$ cat src/rtl/fwd_pkg.sv
package fwd_pkg;
  localparam int LANES = 8;
  localparam int BYTE_W = 8;
  localparam int WORD_W = LANES * BYTE_W;
  localparam int OFS_W = $clog2(LANES);
  typedef logic [LANES-1:0] lane_vec_t;
endpackage

$ cat src/rtl/fwd_hi_pick.sv
module fwd_hi_pick #(
  parameter int N = 8,
  localparam int IW = (N > 1) ? $clog2(N) : 1
) (
  input  logic [N-1:0]  req,
  output logic          found,
  output logic [IW-1:0] idx
);
  always_comb begin
    found = |req;
    idx = '0;
    for (int i = 0; i < N; i++) begin
      if (req[i]) idx = IW'(i);
    end
  end
endmodule

$ cat src/rtl/fwd_entry_cmp.sv
module fwd_entry_cmp
  import fwd_pkg::*;
#(
  parameter int VA = 39,
  parameter int PA = 36
) (
  input  logic      live,
  input  logic      addr_ok,
  input  logic      data_ok,
  input  logic [VA-1:0] st_vaddr,
  input  logic [PA-1:0] st_paddr,
  input  lane_vec_t st_mask,
  input  logic [VA-1:0] ld_vaddr,
  input  logic [PA-1:0] ld_paddr,
  input  lane_vec_t ld_mask,
  output lane_vec_t vhit,
  output lane_vec_t phit,
  output logic      data_pend,
  output logic      addr_pend
);
  logic      known;
  logic      veq;
  logic      peq;
  lane_vec_t overlap;

  always_comb begin
    known     = live & addr_ok;
    veq       = (st_vaddr[VA-1:OFS_W] == ld_vaddr[VA-1:OFS_W]);
    peq       = (st_paddr[PA-1:OFS_W] == ld_paddr[PA-1:OFS_W]);
    overlap   = st_mask & ld_mask;
    vhit      = (known && veq) ? overlap : '0;
    phit      = (known && peq) ? overlap : '0;
    addr_pend = live & ~addr_ok;
    data_pend = (|vhit) & ~data_ok;
  end
endmodule

$ cat src/rtl/fwd_lookup.sv
module fwd_lookup
  import fwd_pkg::*;
#(
  parameter int N  = 8,
  parameter int VA = 39,
  parameter int PA = 36,
  localparam int IW = (N > 1) ? $clog2(N) : 1
) (
  input  logic              clk,
  input  logic              rst_n,
  input  logic [N-1:0]      sq_valid,
  input  logic [N-1:0]      sq_addr_ok,
  input  logic [N-1:0]      sq_data_ok,
  input  logic [N*VA-1:0]   sq_vaddr,
  input  logic [N*PA-1:0]   sq_paddr,
  input  logic [N*8-1:0]    sq_mask,
  input  logic [N*64-1:0]   sq_data,
  input  logic              ld_valid,
  input  logic [VA-1:0]     ld_vaddr,
  input  logic [PA-1:0]     ld_paddr,
  input  logic [7:0]        ld_mask,
  input  logic [N-1:0]      ld_older,
  output logic [7:0]        fast_mask,
  output logic              fast_data_pend,
  output logic              res_valid,
  output logic [7:0]        res_mask,
  output logic [63:0]       res_data,
  output logic              res_data_pend,
  output logic [IW-1:0]     res_data_pend_idx,
  output logic              res_addr_pend,
  output logic [IW-1:0]     res_addr_pend_idx,
  output logic              res_alias
);
  logic [N-1:0]                 live;
  lane_vec_t [N-1:0]            vhit_e;
  lane_vec_t [N-1:0]            phit_e;
  logic [N-1:0]                 dpend_e;
  logic [N-1:0]                 apend_e;
  logic [N-1:0]                 alias_e;
  logic [LANES-1:0][N-1:0]      lane_req;
  lane_vec_t                    lane_found;
  logic [LANES-1:0][IW-1:0]     lane_idx;
  logic [WORD_W-1:0]            comb_data;
  logic                         dp_any;
  logic                         ap_any;
  logic [IW-1:0]                dp_idx;
  logic [IW-1:0]                ap_idx;

  assign live = sq_valid & ld_older & {N{ld_valid}};

  for (genvar e = 0; e < N; e++) begin : g_ent
    fwd_entry_cmp #(.VA(VA), .PA(PA)) u_cmp (
      .live      (live[e]),
      .addr_ok   (sq_addr_ok[e]),
      .data_ok   (sq_data_ok[e]),
      .st_vaddr  (sq_vaddr[VA*e +: VA]),
      .st_paddr  (sq_paddr[PA*e +: PA]),
      .st_mask   (sq_mask[8*e +: 8]),
      .ld_vaddr  (ld_vaddr),
      .ld_paddr  (ld_paddr),
      .ld_mask   (ld_mask),
      .vhit      (vhit_e[e]),
      .phit      (phit_e[e]),
      .data_pend (dpend_e[e]),
      .addr_pend (apend_e[e])
    );
    assign alias_e[e] = (vhit_e[e] != phit_e[e]);
  end

  always_comb begin
    for (int l = 0; l < LANES; l++) begin
      for (int e = 0; e < N; e++) lane_req[l][e] = vhit_e[e][l];
    end
  end

  for (genvar l = 0; l < LANES; l++) begin : g_lane
    fwd_hi_pick #(.N(N)) u_pick (
      .req   (lane_req[l]),
      .found (lane_found[l]),
      .idx   (lane_idx[l])
    );
    assign comb_data[BYTE_W*l +: BYTE_W] = lane_found[l]
      ? sq_data[WORD_W*int'(lane_idx[l]) + BYTE_W*l +: BYTE_W] : '0;
  end

  fwd_hi_pick #(.N(N)) u_dpick (.req(dpend_e), .found(dp_any), .idx(dp_idx));
  fwd_hi_pick #(.N(N)) u_apick (.req(apend_e), .found(ap_any), .idx(ap_idx));

  assign fast_mask      = lane_found;
  assign fast_data_pend = dp_any;

  // next-state for the stage-2 register set
  logic              nx_valid;
  logic [7:0]        nx_mask;
  logic [63:0]       nx_data;
  logic              nx_dp;
  logic [IW-1:0]     nx_dpi;
  logic              nx_ap;
  logic [IW-1:0]     nx_api;
  logic              nx_alias;

  always_comb begin
    nx_valid = ld_valid;
    nx_mask  = '0;
    nx_data  = '0;
    nx_dp    = 1'b0;
    nx_dpi   = '0;
    nx_ap    = 1'b0;
    nx_api   = '0;
    nx_alias = 1'b0;
    if (ld_valid) begin
      nx_mask  = lane_found;
      nx_data  = comb_data;
      nx_dp    = dp_any;
      nx_dpi   = dp_idx;
      nx_ap    = ap_any;
      nx_api   = ap_idx;
      nx_alias = |alias_e;
    end
  end

  always_ff @(posedge clk or negedge rst_n) begin
    if (!rst_n) begin
      res_valid         <= 1'b0;
      res_mask          <= '0;
      res_data          <= '0;
      res_data_pend     <= 1'b0;
      res_data_pend_idx <= '0;
      res_addr_pend     <= 1'b0;
      res_addr_pend_idx <= '0;
      res_alias         <= 1'b0;
    end else begin
      res_valid         <= nx_valid;
      res_mask          <= nx_mask;
      res_data          <= nx_data;
      res_data_pend     <= nx_dp;
      res_data_pend_idx <= nx_dpi;
      res_addr_pend     <= nx_ap;
      res_addr_pend_idx <= nx_api;
      res_alias         <= nx_alias;
    end
  end
endmodule

$ cat config.mk
export PLATFORM = sky130hd
export DESIGN_NAME = fwd_lookup
export DESIGN_NICKNAME = d
export VERILOG_FILES = /design/src/rtl/fwd_pkg.sv /design/src/rtl/fwd_hi_pick.sv /design/src/rtl/fwd_entry_cmp.sv /design/src/rtl/fwd_lookup.sv
export SDC_FILE = /design/constraint.sdc
export NUM_CORES = 1
export LEC_CHECK = 0
export ABC_AREA = 1
export BUFFER_PORTS_ARGS = -buffer_cell sky130_fd_sc_hd__buf_2
export CORE_AREA = 5 5 532 534
export CTS_CLUSTER_DIAMETER = 40
export CTS_CLUSTER_SIZE = 28
export DETAILED_ROUTE_END_ITERATION = 16
export DIE_AREA = 0 0 537 539
export PLACE_DENSITY = 0.3
export SLEW_MARGIN = 0
export SYNTH_ARGS = -nofsm -noshare
export SYNTH_HDL_FRONTEND = slang
export SYNTH_HIERARCHICAL = 1
export SYNTH_SLANG_ARGS = --single-unit
$ cat constraint.sdc
create_clock -name clk -period 3 [get_ports clk]
set_input_delay 0.3 -clock clk [delete_from_list [all_inputs] [get_ports clk]]
set_output_delay 0.3 -clock clk [all_outputs]
set_load 0.005 [all_outputs]
==> out/qor.txt <==
Status: finished, final reports clean
Area of the multi-input gates: 0.0149 mm²
CP Cell Sequence: buf_12 > clkinv_8 > buf_12 > nor2_4 > nand2_2 > inv_2 > buf_12 > o21ai_4 > nor2_1 > nand2_1 > nor2_2 > buf_6 > nand3_4 > buf_12 > nor2_4 > o41ai_2 > a21oi_2 > nor2_2 > nand3_2 > buf_12 > buf_6
Seq/Total Area, Yosys: 0.108
Gr usage total: 0.154
Post-synth cell types: 30
HP Class: in -> reg
Critical Path AT: 2700 ps
Die area: 0.289 mm²
Die Wd: 537 µm
Synthesized area per cell: 5.06 µm²
RSZ-0062 raised after global routing: yes
Layout cells sized above 1: 0.407
Area Overhead vs Synth: 99.1%
TritonCTS Buffers: 9
Number of remaining DRC errors: 0
RD Place Congestion: 0.953
Worst Tran Pin Value: 608 ps
Die Span Y: 539 µm
TNS Setup: 0 ps
Mapped Cells: 3,757
Vias per inst: 3.50
Ys Warns: 6
Crit path kind: in -> out
Worst slew margin: 0.595
Max VDD drop: 0.000305 V
Core Area: 0.278 mm²
Largest net degree at the start of global routing: 36
Register Area: 0.00205 mm²
Slew Limit Fails: 0
Pre-Repair DR Iteration Count: 5
Critical path data required time: 2700 ps
Crit path time final: 3000 ps
Synth top area share: 0.195
Worst path buffer plus inverter count: 9
Final Hold Viols: 0
Post-synthesis register bit count: 82
Placement row count: 194
Clk pin slew, worst setup/hold paths: 90 ps
Max Root-Sink Buffers: 2
Routed len/inst: 25.3 µm
Mapped Area: 0.0190 mm²
First-pass GRT wire length: 301,000 µm
CP delay by family, top: buffers and inverters
Total global routing overflow: 0
Clock root buffer: clkbuf_16
Vias: 32,600
Most frequent CP cell: buf_12
Io pins: 1,385
Routed WL: 237,000 µm
Pleak: 20.0 nW
Worst path slowest cell: a21oi_2
Max Cap Viol: 0
Initial antenna violation count: 276
IO Port Bufs: 1,330
Largest area contributor in the netlist: nand2_1
DP HPWL: 216,000 µm
PwrDens: 150 mW/mm²
Top post-synthesis cells by area: nand2_1, nor2_1, inv_1
H-Tree Depth: 3
Max stage delay on crit path: 200 ps
Crit share post-route: 0.999
Antenna viol nets, final: 0
Synthesized Nets: 5,051
Fill count: 32,900
CTS tree: done
First DRT Iteration DRCs: 1,877
CP Max Fanout: 5
CTS sink cnt: 82
Initial Util: 0.0684
Crit end category: output port
Total Power: 5.68 mW
Endpoints failing setup: 0
Startpoint types: input port
Max Clock Freq: 334 MHz
Final nets: 6,841
Vias in the first global route: 32,500
timing repair:
action                     in CTS  in global routing
hold buffers                    1                  0
setup endpoints to repair      85                 74
pin swaps                      57                120
setup buffers                  29                 27
resized for setup             233                309
hold endpoints to repair       30                  0
cloned                          7                 16
report_power, final:
group          internal, mW  switching, mW
logic                  1.34           1.88
clock network         0.590          0.758
registers              1.11        0.00258
final timing paths:
kind                               from             end  slack [ps]  cells after the start
min                        sq_data[120]    res_data[56]         170                      3
min in group asynchronous         rst_n     res_data[7]         430                      2
max                            ld_valid  fast_data_pend           3                     21
max in group asynchronous         rst_n    res_data[53]        1810                      3
cell usage after synthesis:
| library cell | n |
|---|---|
| nor4_1 | 16 |
| xnor2_1 | 94 |
| nand3_1 | 34 |
| clkbuf_1 | 16 |
| o22ai_1 | 136 |
| o21ai_1 | 254 |
| o21ai_0 | 170 |
| o211ai_1 | 8 |
| nor2_2 | 64 |
| a31oi_1 | 64 |
| a221oi_1 | 8 |
| a221oi_2 | 8 |
| nand4_1 | 32 |
| xor2_1 | 96 |
| a211oi_1 | 8 |
| dfrtp_1 | 82 |
| inv_2 | 32 |
| buf_6 | 32 |
| nand3b_1 | 8 |
| nor3_1 | 74 |
| a21oi_1 | 8 |
| inv_1 | 704 |
| or2_1 | 24 |
| o41ai_1 | 16 |
| nand3_2 | 8 |
| nand2_1 | 988 |
| buf_2 | 8 |
| nor2_1 | 738 |
| clkinv_1 | 1 |
| buf_4 | 26 |
through the flow:
stage | utilization | hold slack, ps | instances | cell area [µm²] | worst slack (ps)
after floorplan | - | 4.41 | 3757 | 19000 | 189
after global placement | 0.125 | 352 | 9202 | 34800 | -1410
after detailed placement | 0.125 | 353 | 9202 | 34800 | -1340
after CTS | 0.131 | 137 | 9245 | 36300 | -70.6
after global routing | 0.136 | 171 | 9303 | 37800 | -167
final | 0.136 | 170 | 9341 | 37900 | 2.50
logic make-up after synthesis:
family / count (synthesis) / synth area share
and+or+nand+nor: 1986 / 0.421
buffers and inverters: 819 / 0.180
AOI/OAI and AO/OA: 680 / 0.203
xor gates and xnor gates: 190 / 0.0875
DFF: 82 / 0.108
cell type report:
class,instances,area share
multi-input combinational,2856,0.395
timing repair inverter,4,0.00109
sequential,82,0.0542
inverter,737,0.0780
clock inverter,7,0.00175
tap,3724,0.123
antenna,65,0.00430
timing repair buffer,1857,0.337
clock buffer,9,0.00595
registers in the layout (all words and copies together), names as in the netlist:
name,count
res_data,64
res_mask,8
res_addr_pend_idx,3
res_data_pend_idx,3
res_addr_pend,1
res_alias,1
res_data_pend,1
res_valid,1
per-layer routing:
| metal | track usage | part of all wire |
|---|---|---|
| met1 | 0.183 | 0.40 |
| met4 | 0.0269 | 0.026 |
| met3 | 0.0365 | 0.071 |
| met5 | 0 | 0.0033 |
| met2 | 0.283 | 0.50 |
cells in the final DEF (no fill, tap or decap), drive strengths merged:
master | netlist | final
buf | 66 | 1843
nand2 | 988 | 988
nor2 | 802 | 802
inv | 736 | 741
o21ai | 424 | 424
o22ai | 136 | 136
xor2 | 96 | 96
xnor2 | 94 | 94
dfrtp | 82 | 82
nor3 | 74 | 74
diode | 0 | 65
a31oi | 64 | 64
nand3 | 42 | 42
nand4 | 32 | 32
or2 | 24 | 24
clkbuf | 16 | 22
nor4 | 16 | 16
o41ai | 16 | 16
a221oi | 16 | 16
o211ai | 8 | 8
nand3b | 8 | 8
a211oi | 8 | 8
a21oi | 8 | 8
clkinv | 1 | 4
clkinvlp | 0 | 3
dlygate4sd3 | 0 | 1
No activity file was read; power rests on OpenSTA's default activity.
